File: config.mk
export PLATFORM = sky130hd
export DESIGN_NAME = rstseq_top
export DESIGN_NICKNAME = d
export VERILOG_FILES = /design/src/rtl/rstseq_pkg.sv /design/src/rtl/rstseq_dpath.sv /design/src/rtl/rstseq_ctrl.sv /design/src/rtl/rstseq_top.sv
export SDC_FILE = /design/constraint.sdc
export NUM_CORES = 1
export LEC_CHECK = 0
export ABC_AREA = 1
export BUFFER_PORTS_ARGS = -buffer_cell sky130_fd_sc_hd__buf_2
export CORE_MARGIN = 1.5
export CORE_UTILIZATION = 58
export CTS_BUF_LIST = sky130_fd_sc_hd__clkbuf_8 sky130_fd_sc_hd__clkbuf_16
export DETAILED_ROUTE_END_ITERATION = 8
export GPL_TIMING_DRIVEN = 0
export HOLD_SLACK_MARGIN = 0.08
export PLACE_DENSITY = 0.78
export SLEW_MARGIN = 20
export SYNTH_ARGS = -nofsm -noshare
export SYNTH_HDL_FRONTEND = slang
export SYNTH_HIERARCHICAL = 1
export SYNTH_SLANG_ARGS = --single-unit
File: constraint.sdc
create_clock -name clk -period 2.4 [get_ports clk]
set_input_delay 0.48 -clock clk [delete_from_list [all_inputs] [get_ports clk]]
set_output_delay 0.48 -clock clk [all_outputs]
set_load 0.02 [all_outputs]
File: src/rtl/rstseq_pkg.sv
package rstseq_pkg;

  typedef enum logic [2:0] {
    ST_IDLE,
    ST_QUAL,
    ST_DRIVE,
    ST_WAIT,
    ST_HOLD
  } seqState_t;

  // strobes from control to datapath
  typedef struct packed {
    logic winClr;
    logic winInc;
    logic cycClr;
    logic cycInc;
  } dpCmd_t;

endpackage

File: src/rtl/rstseq_dpath.sv
module rstseq_dpath #(
  parameter int NUM_WIN   = 50,
  parameter int DRIVE_CYC = 128,
  parameter int WAIT_CYC  = 64
) (
  input  logic                  clk,
  input  logic                  arstN,
  input  rstseq_pkg::dpCmd_t    dpCmd,
  output logic                  winLast,
  output logic                  driveLast,
  output logic                  waitLast
);
  localparam int MAX_CYC = (DRIVE_CYC > WAIT_CYC) ? DRIVE_CYC : WAIT_CYC;
  localparam int CYC_W   = $clog2(MAX_CYC) + 1;
  localparam int WIN_W   = $clog2(NUM_WIN + 1);

  logic [WIN_W-1:0] winCnt;
  logic [CYC_W-1:0] cycCnt;

  always_ff @(posedge clk or negedge arstN) begin
    if (!arstN)                                        winCnt <= '0;
    else if (dpCmd.winClr)                             winCnt <= '0;
    else if (dpCmd.winInc && winCnt != WIN_W'(NUM_WIN)) winCnt <= winCnt + 1'b1;
  end

  always_ff @(posedge clk or negedge arstN) begin
    if (!arstN)            cycCnt <= '0;
    else if (dpCmd.cycClr) cycCnt <= '0;
    else if (dpCmd.cycInc) cycCnt <= cycCnt + 1'b1;
  end

  assign winLast   = (winCnt == WIN_W'(NUM_WIN - 1));
  assign driveLast = (cycCnt == CYC_W'(DRIVE_CYC - 1));
  assign waitLast  = (cycCnt == CYC_W'(WAIT_CYC - 1));


  win_sat_chk: assert property (@(posedge clk) disable iff (!arstN)
    winCnt <= WIN_W'(NUM_WIN));


  win_clear_chk: assert property (@(posedge clk) disable iff (!arstN)
    dpCmd.winClr |=> winCnt == '0);


  cyc_bound_chk: assert property (@(posedge clk) disable iff (!arstN)
    cycCnt < CYC_W'(MAX_CYC));

endmodule

File: src/rtl/rstseq_ctrl.sv
module rstseq_ctrl (
  input  logic               clk,
  input  logic               arstN,
  input  logic               porEvt,
  input  logic               lvdEvt,
  input  logic               pinIn,
  input  logic               oscValid,
  input  logic               winTick,
  input  logic               winLast,
  input  logic               driveLast,
  input  logic               waitLast,
  output rstseq_pkg::dpCmd_t dpCmd,
  output logic               intReset,
  output logic               pinDriveEn,
  output logic               selfClkSel,
  output logic               selfClkMode
);
  import rstseq_pkg::*;

  seqState_t state, nxtState;
  logic anyEvt, fallBack;

  assign anyEvt = porEvt | lvdEvt;

  always_comb begin
    nxtState = state;
    fallBack = 1'b0;
    unique case (state)
      ST_QUAL: if (winTick) begin
        if (oscValid) nxtState = ST_DRIVE;
        else if (winLast) begin
          nxtState = ST_DRIVE;
          fallBack = 1'b1;
        end
      end
      ST_DRIVE: if (driveLast) nxtState = ST_WAIT;
      ST_WAIT:  if (waitLast)  nxtState = pinIn ? ST_IDLE : ST_HOLD;
      ST_HOLD:  if (pinIn)     nxtState = ST_IDLE;
      default:  ;
    endcase
    if (anyEvt) begin
      nxtState = ST_QUAL;
      fallBack = 1'b0;
    end
  end

  always_comb begin
    dpCmd.winClr = anyEvt || (state != ST_QUAL);
    dpCmd.winInc = (state == ST_QUAL) && winTick && !oscValid;
    dpCmd.cycClr = anyEvt || (nxtState != state);
    dpCmd.cycInc = (state == ST_DRIVE) || (state == ST_WAIT);
  end

  always_ff @(posedge clk or negedge arstN) begin
    if (!arstN) begin
      state       <= ST_IDLE;
      selfClkSel  <= 1'b0;
      selfClkMode <= 1'b0;
    end else begin
      state <= nxtState;
      if (anyEvt)        selfClkSel <= 1'b0;
      else if (fallBack) selfClkSel <= 1'b1;
      if (porEvt)        selfClkMode <= 1'b0;
      else if (fallBack) selfClkMode <= 1'b1;
    end
  end

  assign intReset   = (state != ST_IDLE);
  assign pinDriveEn = (state == ST_DRIVE);


  evt_enters_qual_chk: assert property (@(posedge clk) disable iff (!arstN)
    anyEvt |=> (intReset && !pinDriveEn && state == ST_QUAL));


  release_needs_pin_chk: assert property (@(posedge clk) disable iff (!arstN)
    $fell(intReset) |-> $past(pinIn));


  sticky_mode_chk: assert property (@(posedge clk) disable iff (!arstN)
    (selfClkMode && !porEvt) |=> selfClkMode);


  fallback_origin_chk: assert property (@(posedge clk) disable iff (!arstN)
    $rose(selfClkSel) |-> ($past(state) == ST_QUAL && pinDriveEn));


  drive_in_reset_chk: assert property (@(posedge clk) disable iff (!arstN)
    pinDriveEn |-> intReset);

endmodule

File: src/rtl/rstseq_top.sv
module rstseq_top #(
  parameter int NUM_WIN   = 50,
  parameter int DRIVE_CYC = 128,
  parameter int WAIT_CYC  = 64
) (
  input  logic clk,
  input  logic arstN,
  input  logic porEvt,
  input  logic lvdEvt,
  input  logic pinIn,
  input  logic oscValid,
  input  logic winTick,
  output logic intReset,
  output logic pinDriveEn,
  output logic selfClkSel,
  output logic selfClkMode
);
  rstseq_pkg::dpCmd_t dpCmd;
  logic winLast, driveLast, waitLast;

  rstseq_ctrl i_ctrl (
    .clk(clk), .arstN(arstN), .porEvt(porEvt), .lvdEvt(lvdEvt),
    .pinIn(pinIn), .oscValid(oscValid), .winTick(winTick),
    .winLast(winLast), .driveLast(driveLast), .waitLast(waitLast),
    .dpCmd(dpCmd), .intReset(intReset), .pinDriveEn(pinDriveEn),
    .selfClkSel(selfClkSel), .selfClkMode(selfClkMode)
  );

  rstseq_dpath #(
    .NUM_WIN(NUM_WIN), .DRIVE_CYC(DRIVE_CYC), .WAIT_CYC(WAIT_CYC)
  ) i_dpath (
    .clk(clk), .arstN(arstN), .dpCmd(dpCmd),
    .winLast(winLast), .driveLast(driveLast), .waitLast(waitLast)
  );

endmodule

* After elaboration in Yosys (flattened, before gate mapping)
Index checks and enable logic that the tools add are counted.
Operators by class: muxes and demuxes 21, equality and inequality tests 10, bitwise operators 1, reduce and logical (&&, ||, !) cells 12, add/sub/neg operators 2
Operator list (count):
- 3-bit two-way mux | 8
- 8-bit two-way mux | 2
- 6-bit two-way mux | 2
- 3-bit one-hot mux with 4 select lines | 1
- 8-bit by 1-bit adder with 8-bit output (second input constant) | 1
- 8-bit by 6-bit equality test with 1-bit output (second input constant) | 1
- 8-bit by 7-bit equality test with 1-bit output (second input constant) | 1
- 1-bit two-way mux | 8
- 2-bit nonzero test | 4
- 6-bit by 1-bit adder with 6-bit output (second input constant) | 1
- 3-bit by 2-bit equality test with 1-bit output (second input constant) | 2
- 6-bit equality test (second input constant) | 1
- 6-bit inequality test (second input constant) | 1
- 3-bit by 1-bit equality test with 1-bit output (second input constant) | 1
- 3-bit equality test (second input constant) | 1
- 1-bit logical AND | 3
- 1-bit logical OR | 3
- 3-bit by 1-bit inequality test with 1-bit output (second input constant) | 1
- 3-bit inequality test | 1
- 3-bit nonzero test | 1
- 1-bit zero test | 1
- 1-bit OR | 1
Word-level totals: logic and storage cells 51, output and inout bits 4, input port bits 7, register bits after elaboration 19

* Depth between registers and ports, before layout
Gate-level depths: netlist (run 1).
depth in word-level cells 9, gate-level depth with buffers 17

* Hierarchy
The synthesis (run 1) kept the hierarchy.
By module, submodules not included:
- rstseq_dpath | instances 1, cells each 105, area each 840.8 µm², sequential area each 350.3 µm²
- rstseq_ctrl | instances 1, cells each 59, area each 400.4 µm², sequential area each 125.1 µm²

* Worst setup path before layout (run 1)
OpenSTA, ideal clock, no wires.
path kind reg-to-reg, start point register i_dpath.cycCnt[0], end point register i_dpath.cycCnt[7], clock period less this slack 1.947 ns, data arrival time 1.830 ns, setup slack 0.453 ns, path buffers 0, library setup time 0.117 ns, cell stages (with the launch flop) 17, data required time 2.283 ns, cell sequence dfrtp_1 ha_1 nand2_1 inv_1 nand3_2 nor3_1 inv_1 nand2_1 nand2_1 nor2_2 nand3_2 nand3_2 nor2_4 nor2_4 nand3_2 nor2_1 nor2_1
RTL lines:
- start, declared | line rstseq_dpath.sv:18 | logic [CYC_W-1:0] cycCnt;
- start signal, assigned | line rstseq_dpath.sv:29 | else if (dpCmd.cycInc) cycCnt <= cycCnt + 1'b1;

==> flow_summary.toml, run 1 <==
[detailed_routing]
routed_via_density = 5.07
dr.pass1.iters = 4
drt-total-wl_um = 2330
route.vias.total = 1050
routedWlPerCell_um = 11.3
drc = 0
drtAntennaViolNets = 0
first_iter_violations = 23

[synth]
syn_nets = 175
yosysSeqAreaShare = 0.383
muxShareOfSynthArea = 0
synth_edf_count = 0
synth_top_family_by_area = "simple AND/OR/NAND/NOR gates"
synth_flop_cell = "dfrtp_1"
synth.ff_latch_count = 19
async_reset_ff_frac = 1.00
yosysUniqueCellTypes = 25
syn_area_mm2 = 0.00124
synth_compound_area_frac = 0.0776
synthCells = 164
synth_simple_gate_area_frac = 0.399
synth-adder-area-share = 0.0403
synth-xor-area-share = 0.0212
yosys_warnings = 6
syn_area_per_cell_um2 = 7.57

[grt]
grt_start_max_net_pins = 20
grt_antenna_before_repair = 0
grt_pass1_wl_um = 4280
grt_overflow_total = 0
grt_pass1_vias = 1021
grt.total_usage = 0.225

[floorplanning]
fp.dieH_um = 49.3
design.core.area_mm2 = 0.00198
die_x_um = 49.3
ioPinCount = 11
dieArea_mm2 = 0.00243
rows = 16
initial_core_util = 0.626

[worst_setup_path]
r2r_start = "i_dpath/cycCnt[0]"
critPathKind = "reg2reg"
critPathLaunch = "i_dpath/cycCnt[0]"
slowest_stage = "dfrtp_1"
crit_chain = "ha_1, nand2_1, inv_1, nand3_2, nor3_2, inv_1, nand2_1, nand2_1, nor2_2, nand3_2, nand3_2, nor2_4, nor2_4, nand3_2, nand2_1, nand2_1, nor2_1"
crit_arrival_ps = 2380
end_kind = "flip-flop"
crit_fanout = 8
crit_family = "simple AND/OR/NAND/NOR gates"
cp-start-kind = "flip-flop"
critPathRequiredTime_ps = 2580
slowest_delay_ps = 380
crit_buf_inv = 2
cp_common_cell = "nand2_1"

[power]
p_per_area_mw_per_mm2 = 450
vdd_ir_drop_max_mv = 0.387
leakage_nw = 0.735

[cells_and_area]
fin_nets = 192
final_cells = 207
syn_to_final_growth_pct = 12.5
fin_util = 0.705
layout_commonest_cell = "nand2_1"
final.fill_count = 157
antenna_cells = 0
drive_above_1_share = 0.228
final_cell_mix = "43 x nand2_1, 24 x inv_1, 19 x dfrtp_1, 17 x nor2_1, 10 x buf_2"

[placement]
hpwl_um = 1790
io_buffers = 10
placed_cells = 201
gp_congestion = 0.822
place_ws_ps = 168

[min_path]
hp-class = "in2async"

[clock_tree]
cts_made_buffers = 3
hold_buffers = 0
clk_latency_ps = 250
cts_tree = "done"
cts-htree-levels = 1
clk_pin_slew_ps = 70
root_buffer = "clkbuf_8"
cts_buffer_depth = 2
cts_sinks = 19

[timing]
slew_headroom = 0.694
hold_viol_final = 0
setup_viol = 0
fmax_mhz = 454
fin_crit_ps = 2200
worst_pin_slew_ps = 457
setup-tns-final_ps = 0
clock_skew_ps = 1.09
finalWorstSetupSlack_ps = 199
slew_violations = 0
fin_crit_sh = 0.917

[run_status]
outcome = "completed"

[job]
drv_cap = 0
[metal layers]
| metal | vias up | GRT usage | share of wire |
|---|---|---|---|
| li1 | 553 | - | - |
| met1 | 478 | 0.269 | 0.46 |
| met3 | 2 | 0.0460 | 0.028 |
| met2 | 17 | 0.412 | 0.51 |
| met5 | - | 0 | 0 |
| met4 | 0 | 0.0476 | 0.0047 |
[cells by family after synthesis]
family | count (synthesis)
AOI/OAI and AO/OA | 15
and+or+nand+nor | 97
DFF | 19
adders and majority gates | 4
xor gates and xnor gates | 3
buffers and inverters | 26
[metrics by stage]
step                      cell area (um2)  power [mW]  hold WS (ps)
after floorplan                      1240       0.391           184
after global placement               1330       0.414           445
after detailed placement             1330       0.417           446
after CTS                            1370       0.640           164
after global routing                 1400       0.662           193
final                                1400       0.629           155
[repair_timing]
| action | CTS | global route |
|---|---|---|
| buffers inserted | 0 | 2 |
| resized for setup | 0 | 2 |
| endpoints found under the hold margin | 0 | 0 |
| endpoints found under the setup margin | 0 | 5 |
[final timing paths]
path                                      end  slack, ps  cells past startpoint
max in group asynchronous   i_dpath/winCnt[1]       1950                      1
setup / recovery            i_dpath/cycCnt[7]        200                     17
setup reg to reg            i_dpath/cycCnt[7]        200                     17
hold / removal              i_dpath/cycCnt[4]        160                      1
min in group clk           i_ctrl/selfClkMode        460                      2
hold reg to reg             i_ctrl/selfClkSel        490                      2
[where the power goes]
part / internal (mW) / switching (mW)
registers: 0.325 / 0.00642
clock network: 0.115 / 0.103
logic: 0.0251 / 0.0547
total: 0.465 / 0.164
[Yosys cell counts (3+ instances only)]
cell type   n  share of area
nand2_1    43           0.13
nor2_2      6          0.030
dfrtp_1    19           0.38
nand4_1     3          0.015
nand3_1     7          0.028
nand3_2     7          0.056
inv_1      24          0.073
o21ai_0     6          0.024
nor2_1     17          0.051
nor3_1      7          0.028
nor2_4      3          0.027
a21oi_1     3          0.012
ha_1        4          0.040
[sequential cells by signal, indices dropped and copies added (netlist names)]
| signal | flops |
|---|---|
| i_dpath/cycCnt | 8 |
| i_dpath/winCnt | 6 |
| i_ctrl/selfClkMode | 1 |
| i_ctrl/state | 3 |
| i_ctrl/selfClkSel | 1 |
[cell type report]
class	instances	area (um2)	share of cell area
sequential	19	475	0.341
inverter	26	97.6	0.0699
multi-input combinational	119	678	0.486
timing repair buffer	12	65.1	0.0466
tap	27	33.8	0.0242
clock buffer	3	41.3	0.0296
clock inverter	1	5.00	0.00358
(Power assumes the default switching activity.)
==> run 2: changes to the inputs <==
--- a/config.mk
+++ b/config.mk
@@ -5,15 +5,15 @@
 export SDC_FILE = /design/constraint.sdc
 export NUM_CORES = 1
 export LEC_CHECK = 0
-export ABC_AREA = 1
 export BUFFER_PORTS_ARGS = -buffer_cell sky130_fd_sc_hd__buf_2
 export CORE_MARGIN = 1.5
-export CORE_UTILIZATION = 58
+export CORE_UTILIZATION = 56
 export CTS_BUF_LIST = sky130_fd_sc_hd__clkbuf_8 sky130_fd_sc_hd__clkbuf_16
+export CTS_CLUSTER_SIZE = 24
 export DETAILED_ROUTE_END_ITERATION = 8
 export GPL_TIMING_DRIVEN = 0
 export HOLD_SLACK_MARGIN = 0.08
-export PLACE_DENSITY = 0.78
+export PLACE_DENSITY = 0.76
 export SLEW_MARGIN = 20
 export SYNTH_ARGS = -nofsm -noshare
 export SYNTH_HDL_FRONTEND = slang
==> constraint.sdc (replaced) <==
create_clock -name clk -period 2.4 [get_ports clk]
set_input_delay 0.6 -clock clk [delete_from_list [all_inputs] [get_ports clk]]
set_output_delay 0.6 -clock clk [all_outputs]
set_load 0.02 [all_outputs]
==> run 2 against run 1 <==
  * Setup slack got worse by 100 ps
  * Cell area fell by 9.3%
  * Clock power fell by 5%
  * Via count fell by 15%
  * Sequential share of layout area rose by 3.5 points
  * First-iteration DRC count fell by 4.3%
  * Clock skew rose by 1.2 ps
  * Hold slack improved by 130 ps
  * Sequential power fell by 1%
  * Maximum frequency fell by 4.4%
==> flow_summary.toml, run 2 <==
[synth]
synthCells = 111
yosysSeqAreaShare = 0.447
synthTopCellsByArea = "dfrtp_1 45%, a21oi_1 4.7%, ha_1 4.7%"
synth.most_common_cell = "dfrtp_1"
synth_flop_cell = "dfrtp_1"
yosysUniqueCellTypes = 37
syn_nets = 122
synth_top_cell_by_area = "dfrtp_1"
async_reset_ff_frac = 1.00
syn_area_mm2 = 0.00106
yosys_warnings = 6
syn_area_per_cell_um2 = 9.58
synth_edf_count = 0
synth_commonest_cells = "19 x dfrtp_1, 10 x a21oi_1, 10 x nor2_1"
synth.ff_latch_count = 19
yosysTopAreaCellShare = 0.447

[floorplanning]
ioPinCount = 11
design.core.area_mm2 = 0.00176
dieArea_mm2 = 0.00217
fp.dieH_um = 46.6
rows = 15
die_x_um = 46.6
initial_core_util = 0.603

[grt]
grt_start_max_net_pins = 20
grt_overflow_total = 0
grt.total_usage = 0.227
grt_pass1_wl_um = 3450
grt_antenna_before_repair = 0
grt_pass1_vias = 836

[worst_setup_path]
crit_arrival_ps = 2470
critPathRequiredTime_ps = 2570
critPathKind = "reg2reg"
crit_fanout = 4
cp-start-kind = "flip-flop"
end_kind = "flip-flop"

[detailed_routing]
routedWlPerCell_um = 13.6
dr.pass1.iters = 6
routed_via_density = 5.71
drc = 0
drtAntennaViolNets = 0
drt-total-wl_um = 2130
first_iter_violations = 22
route.vias.total = 897

[power]
p_per_area_mw_per_mm2 = 459
leakage_nw = 0.545
vdd_ir_drop_max_mv = 0.292
p_total_mw = 0.581

[clock_tree]
cts_sinks = 19
clk_pin_slew_ps = 70
hold_buffers = 0
clk_latency_ps = 250
cts_tree = "done"
cts_made_buffers = 3
root_buffer = "clkbuf_8"
cts_buffer_depth = 2
cts-htree-levels = 1

[placement]
placed_cells = 146
dpl_cell_area_mm2 = 0.00114
hpwl_um = 1450
place_ws_ps = -118
io_buffers = 10
gp_congestion = 0.791

[run_status]
outcome = "completed"

[cells_and_area]
final.fill_count = 139
drive_above_1_share = 0.235
antenna_cells = 0
layout_commonest_cell = "dfrtp_1"
final_cell_mix = "19 x dfrtp_1, 10 x nor2_1, 10 x buf_2, 9 x a21oi_1"
fin_util = 0.718
postLayoutCellArea_mm2 = 0.00127
final_cells = 157
top_regs = "i_dpath/cycCnt (8), i_dpath/winCnt (6), i_ctrl/state (3)"
fin_nets = 144
largest_register_ffs = 8
syn_to_final_growth_pct = 19.1
largest-register = "i_dpath/cycCnt"

[timing]
clock_skew_ps = 2.30
whs_ps = 284
slew_headroom = 0.587
hold_viol_final = 0
fin_crit_ps = 2300
worst_pin_slew_ps = 615
fin_crit_sh = 0.959
finalWorstSetupSlack_ps = 97.6
fmax_mhz = 434
setup_viol = 0
grt_setup_unrepaired = "false"
setup-tns-final_ps = 0
slew_violations = 0

[job]
drv_cap = 0

[min_path]
hp-class = "in2async"
## run 2: changes by cell type after synthesis, moves of 3 or more
cell     delta
or3_1       +6
nand3_2     -7
a21oi_1     +7
nor2_2      -6
nand2_1    -36
inv_1      -18
nor2_1      -7
nand3_1     -3
nor2_4      -3
nor3_1      -5
## run 2: layout make-up
cell class              instances  area [um2]  share of cell area
multi-input cells              85         578               0.457
flip-flops and latches         19         475               0.375
repair buffers                 17         103              0.0810
clock buffers                   3        41.3              0.0326
well taps                      25        31.3              0.0247
inverters                       6        22.5              0.0178
plain buffers                   1        11.3             0.00889
clock inverters                 1        3.75             0.00296
## run 2: power by group
| group | switching [mW] | internal (mW) |
|---|---|---|
| sequential | 0.00428 | 0.323 |
| clock | 0.0943 | 0.113 |
| combinational | 0.0283 | 0.0178 |
| total | 0.127 | 0.454 |
## run 2: worst max-delay path, stage by stage, from the launching register on
cell and delay, ps:
dfrtp_1 410, and4bb_2 310, and2_1 170, nor2_1 60, or3_1 350, nand3_1 110
buf_6 110, o211ai_2 120, or4_1 430, a21oi_1 170
## run 2: kinds of logic (layout without fill, tap and decap cells)
kind of cell | count (synthesis) | count (layout) | share of synthesized area
mux | 2 | 2 | 0.0200
xor+xnor | 5 | 5 | 0.0412
simple gates | 48 | 48 | 0.258
buf+inv | 7 | 28 | 0.0282
flops | 19 | 19 | 0.447
fa+ha+maj | 4 | 4 | 0.0471
compound gates | 26 | 26 | 0.159
## run 2: worst paths after layout
kind	from	endpoint	slack, ps	cells past startpoint
max	i_dpath/winCnt[3]	i_dpath/cycCnt[5]	100	9
min	arstN	i_ctrl/state[0]	280	1
min reg2reg	i_ctrl/selfClkSel	i_ctrl/selfClkSel	490	1
max reg2reg	i_dpath/winCnt[3]	i_dpath/cycCnt[5]	100	9
max in group asynchronous	arstN	i_dpath/cycCnt[3]	1810	1
min in group clk	i_ctrl/selfClkSel	i_ctrl/selfClkSel	490	1
## run 2: repair_timing
action                                  CTS  global route
pin swaps                                 2             3
gates resized for setup                   2             3
setup buffers                             4             3
endpoints found under the setup margin    2             2
## run 2: routing by layer
metal	track usage	up-vias	wire length, um
li1	-	445	-
met1	0.257	437	955
met2	0.400	11	1100
met3	0.0431	4	48
met4	0.114	0	33
met5	0	-	0
==> run 3: changes to the inputs <==
==> constraint.sdc (replaced) <==
create_clock -name clk -period 2.25 [get_ports clk]
set_input_delay 0.5625 -clock clk [delete_from_list [all_inputs] [get_ports clk]]
set_output_delay 0.5625 -clock clk [all_outputs]
set_load 0.02 [all_outputs]
==> run 3 against run 2 <==
  * Wire length up 10%
  * Global-route usage is 0.72 points higher
  * Sequential cell count stayed put
  * Sequential power rose by 6.4%
  * First-iteration DRC count fell by 14%
  * Clock power up 9%
  * Critical path depth unchanged
  * Sequential share of layout area fell by 2.1 points
  * Clock skew is 1.3 ps lower
  * Setup slack worse by 59 ps
  * Register-to-register slack worse by 60 ps
  * Combinational power grew 15%
==> flow_summary.toml, run 3 (synthesis gave the netlist of run 2 again) <==
[grt]
grt_pass1_vias = 882
grt.total_usage = 0.234
grt_pass1_wl_um = 3620
grt_overflow_total = 0
grt_antenna_before_repair = 0
grt_start_max_net_pins = 20

[detailed_routing]
first_iter_violations = 19
drtAntennaViolNets = 0
dr.pass1.iters = 4
routedWlPerCell_um = 14.7
drt-total-wl_um = 2350
route.vias.total = 917
routed_via_density = 5.73
drc = 0

[timing]
setup-tns-final_ps = 0
worst_pin_slew_ps = 554
whs_ps = 243
fin_crit_sh = 0.983
hold_viol_final = 0
slew_violations = 0
fmax_mhz = 452
grt_setup_unrepaired = "true"
setup_viol = 0
slew_headroom = 0.630
fin_crit_ps = 2210
clock_skew_ps = 1.03

[worst_setup_path]
crit_chain = "and4bb_2, and2_4, nor2_1, or3_4, nand3_2, buf_6, o211ai_4, or4_4, a21oi_2"
crit_fanout = 4
end_kind = "flip-flop"
critPathLaunch = "i_dpath/winCnt[3]"
cp-start-kind = "flip-flop"
reg2regPathDepth = 9
r2r_start = "i_dpath/winCnt[3]"
critPathKind = "reg2reg"
slowest_stage = "or4_4"
regToRegSetupSlack_ps = 40
crit_arrival_ps = 2400
critPathRequiredTime_ps = 2430
slowest_delay_ps = 430
r2r-end = "i_dpath/cycCnt[5]"

[power]
vdd_ir_drop_max_mv = 0.427
leakage_nw = 0.560
p_int_mw = 0.486
pwr-share-clk = 0.360
p_per_area_mw_per_mm2 = 468
p_switching_mw = 0.142
pwr-share-comb = 0.085
seq_power_share = 0.555
p_sw_frac = 0.226

[floorplanning]
design.core.area_mm2 = 0.00176
ioPinCount = 11
initial_core_util = 0.603
dieArea_mm2 = 0.00217
fp.dieH_um = 46.6
die_x_um = 46.6
rows = 15

[clock_tree]
cts_made_buffers = 3
cts_buffer_depth = 2
cts-htree-levels = 1
cts_tree = "done"
clk_latency_ps = 250
hold_buffers = 0
root_buffer = "clkbuf_8"
clk_pin_slew_ps = 70
cts_sinks = 19

[cells_and_area]
largest-register = "i_dpath/cycCnt"
fin_nets = 147
antenna_cells = 0
drive_above_1_share = 0.319
final.fill_count = 121
top_regs = "i_dpath/cycCnt (8), i_dpath/winCnt (6), i_ctrl/state (3)"
final_cell_mix = "19 x dfrtp_1, 10 x nor2_1, 10 x buf_4, 10 x buf_2, 8 x a21oi_1"
postLayoutCellArea_mm2 = 0.00134
largest_register_ffs = 8
syn_to_final_growth_pct = 26.1
layout_commonest_cell = "dfrtp_1"

[placement]
gp_congestion = 0.813
hpwl_um = 1440
dpl_cell_area_mm2 = 0.00115
io_buffers = 10

[min_path]
hp-class = "in2async"

[job]
drv_cap = 0

[run_status]
outcome = "completed"
## run 3: stage by stage
step	power (mW)	std cells	setup slack (ps)	util
floorplan	0.381	111	7.63	-
global placement	0.399	146	-151	0.652
detailed placement	0.401	146	-202	0.652
CTS	0.631	157	4.17	0.712
global route	0.660	160	-27.6	0.760
finish	0.628	160	38.2	0.760
## run 3: routing by layer
layer  share of wire  track usage  vias to the layer above  routed length [um]
li1                -            -                      452                   -
met1            0.48        0.292                      443                1130
met2            0.48        0.381                       20                1130
met3           0.033       0.0471                        2                  77
met4          0.0043        0.120                        0                  10
met5               0            0                        -                   0
## run 3: final cells by class
type / count / area [um2] / share of cell area
buffer: 1 / 11.3 / 0.00840
clock buffer: 3 / 41.3 / 0.0308
clock inverter: 1 / 3.75 / 0.00280
inverter: 6 / 22.5 / 0.0168
multi-input combinational: 85 / 631 / 0.470
sequential: 19 / 475 / 0.354
tap: 25 / 31.3 / 0.0233
timing repair buffer: 20 / 125 / 0.0933
## run 3: how the worst max path moves through the flow
stage,to,slack (ps),depth (start not counted)
5_1_grt,i_dpath/cycCnt[7],-30,11
6_report,i_dpath/cycCnt[5],40,9
3_3_place_gp,i_dpath/cycCnt[7],-150,9
4_1_cts,i_dpath/cycCnt[7],4,11
2_1_floorplan,i_dpath/cycCnt[7],8,7
3_5_place_dp,i_dpath/cycCnt[7],-200,9
## run 3: power by group through the flow
| stage | Sequential (mW) | Clock [mW] | Combinational [mW] |
|---|---|---|---|
| 2_1_floorplan | 0.354 | 0 | 0.0267 |
| 3_3_place_gp | 0.355 | 0 | 0.0443 |
| 3_5_place_dp | 0.355 | 0 | 0.0457 |
| 4_1_cts | 0.348 | 0.233 | 0.0489 |
| 5_1_grt | 0.349 | 0.251 | 0.0598 |
| 6_report | 0.348 | 0.226 | 0.0532 |
## run 3: critical path: cells and delay by family, from the launching register on
kind            cells  cell delay [ps]
simple gates        6             1410
compound gates      2              230
buf+inv             1              110
flops               1              410
## run 3: repair_timing
| action | 4_1_cts | 5_1_grt |
|---|---|---|
| endpoints found under the setup margin | 2 | 3 |
| buffers inserted | 7 | 3 |
| pin swaps | 3 | 4 |
| resized for setup | 3 | 12 |
| gates cloned | 0 | 0 |
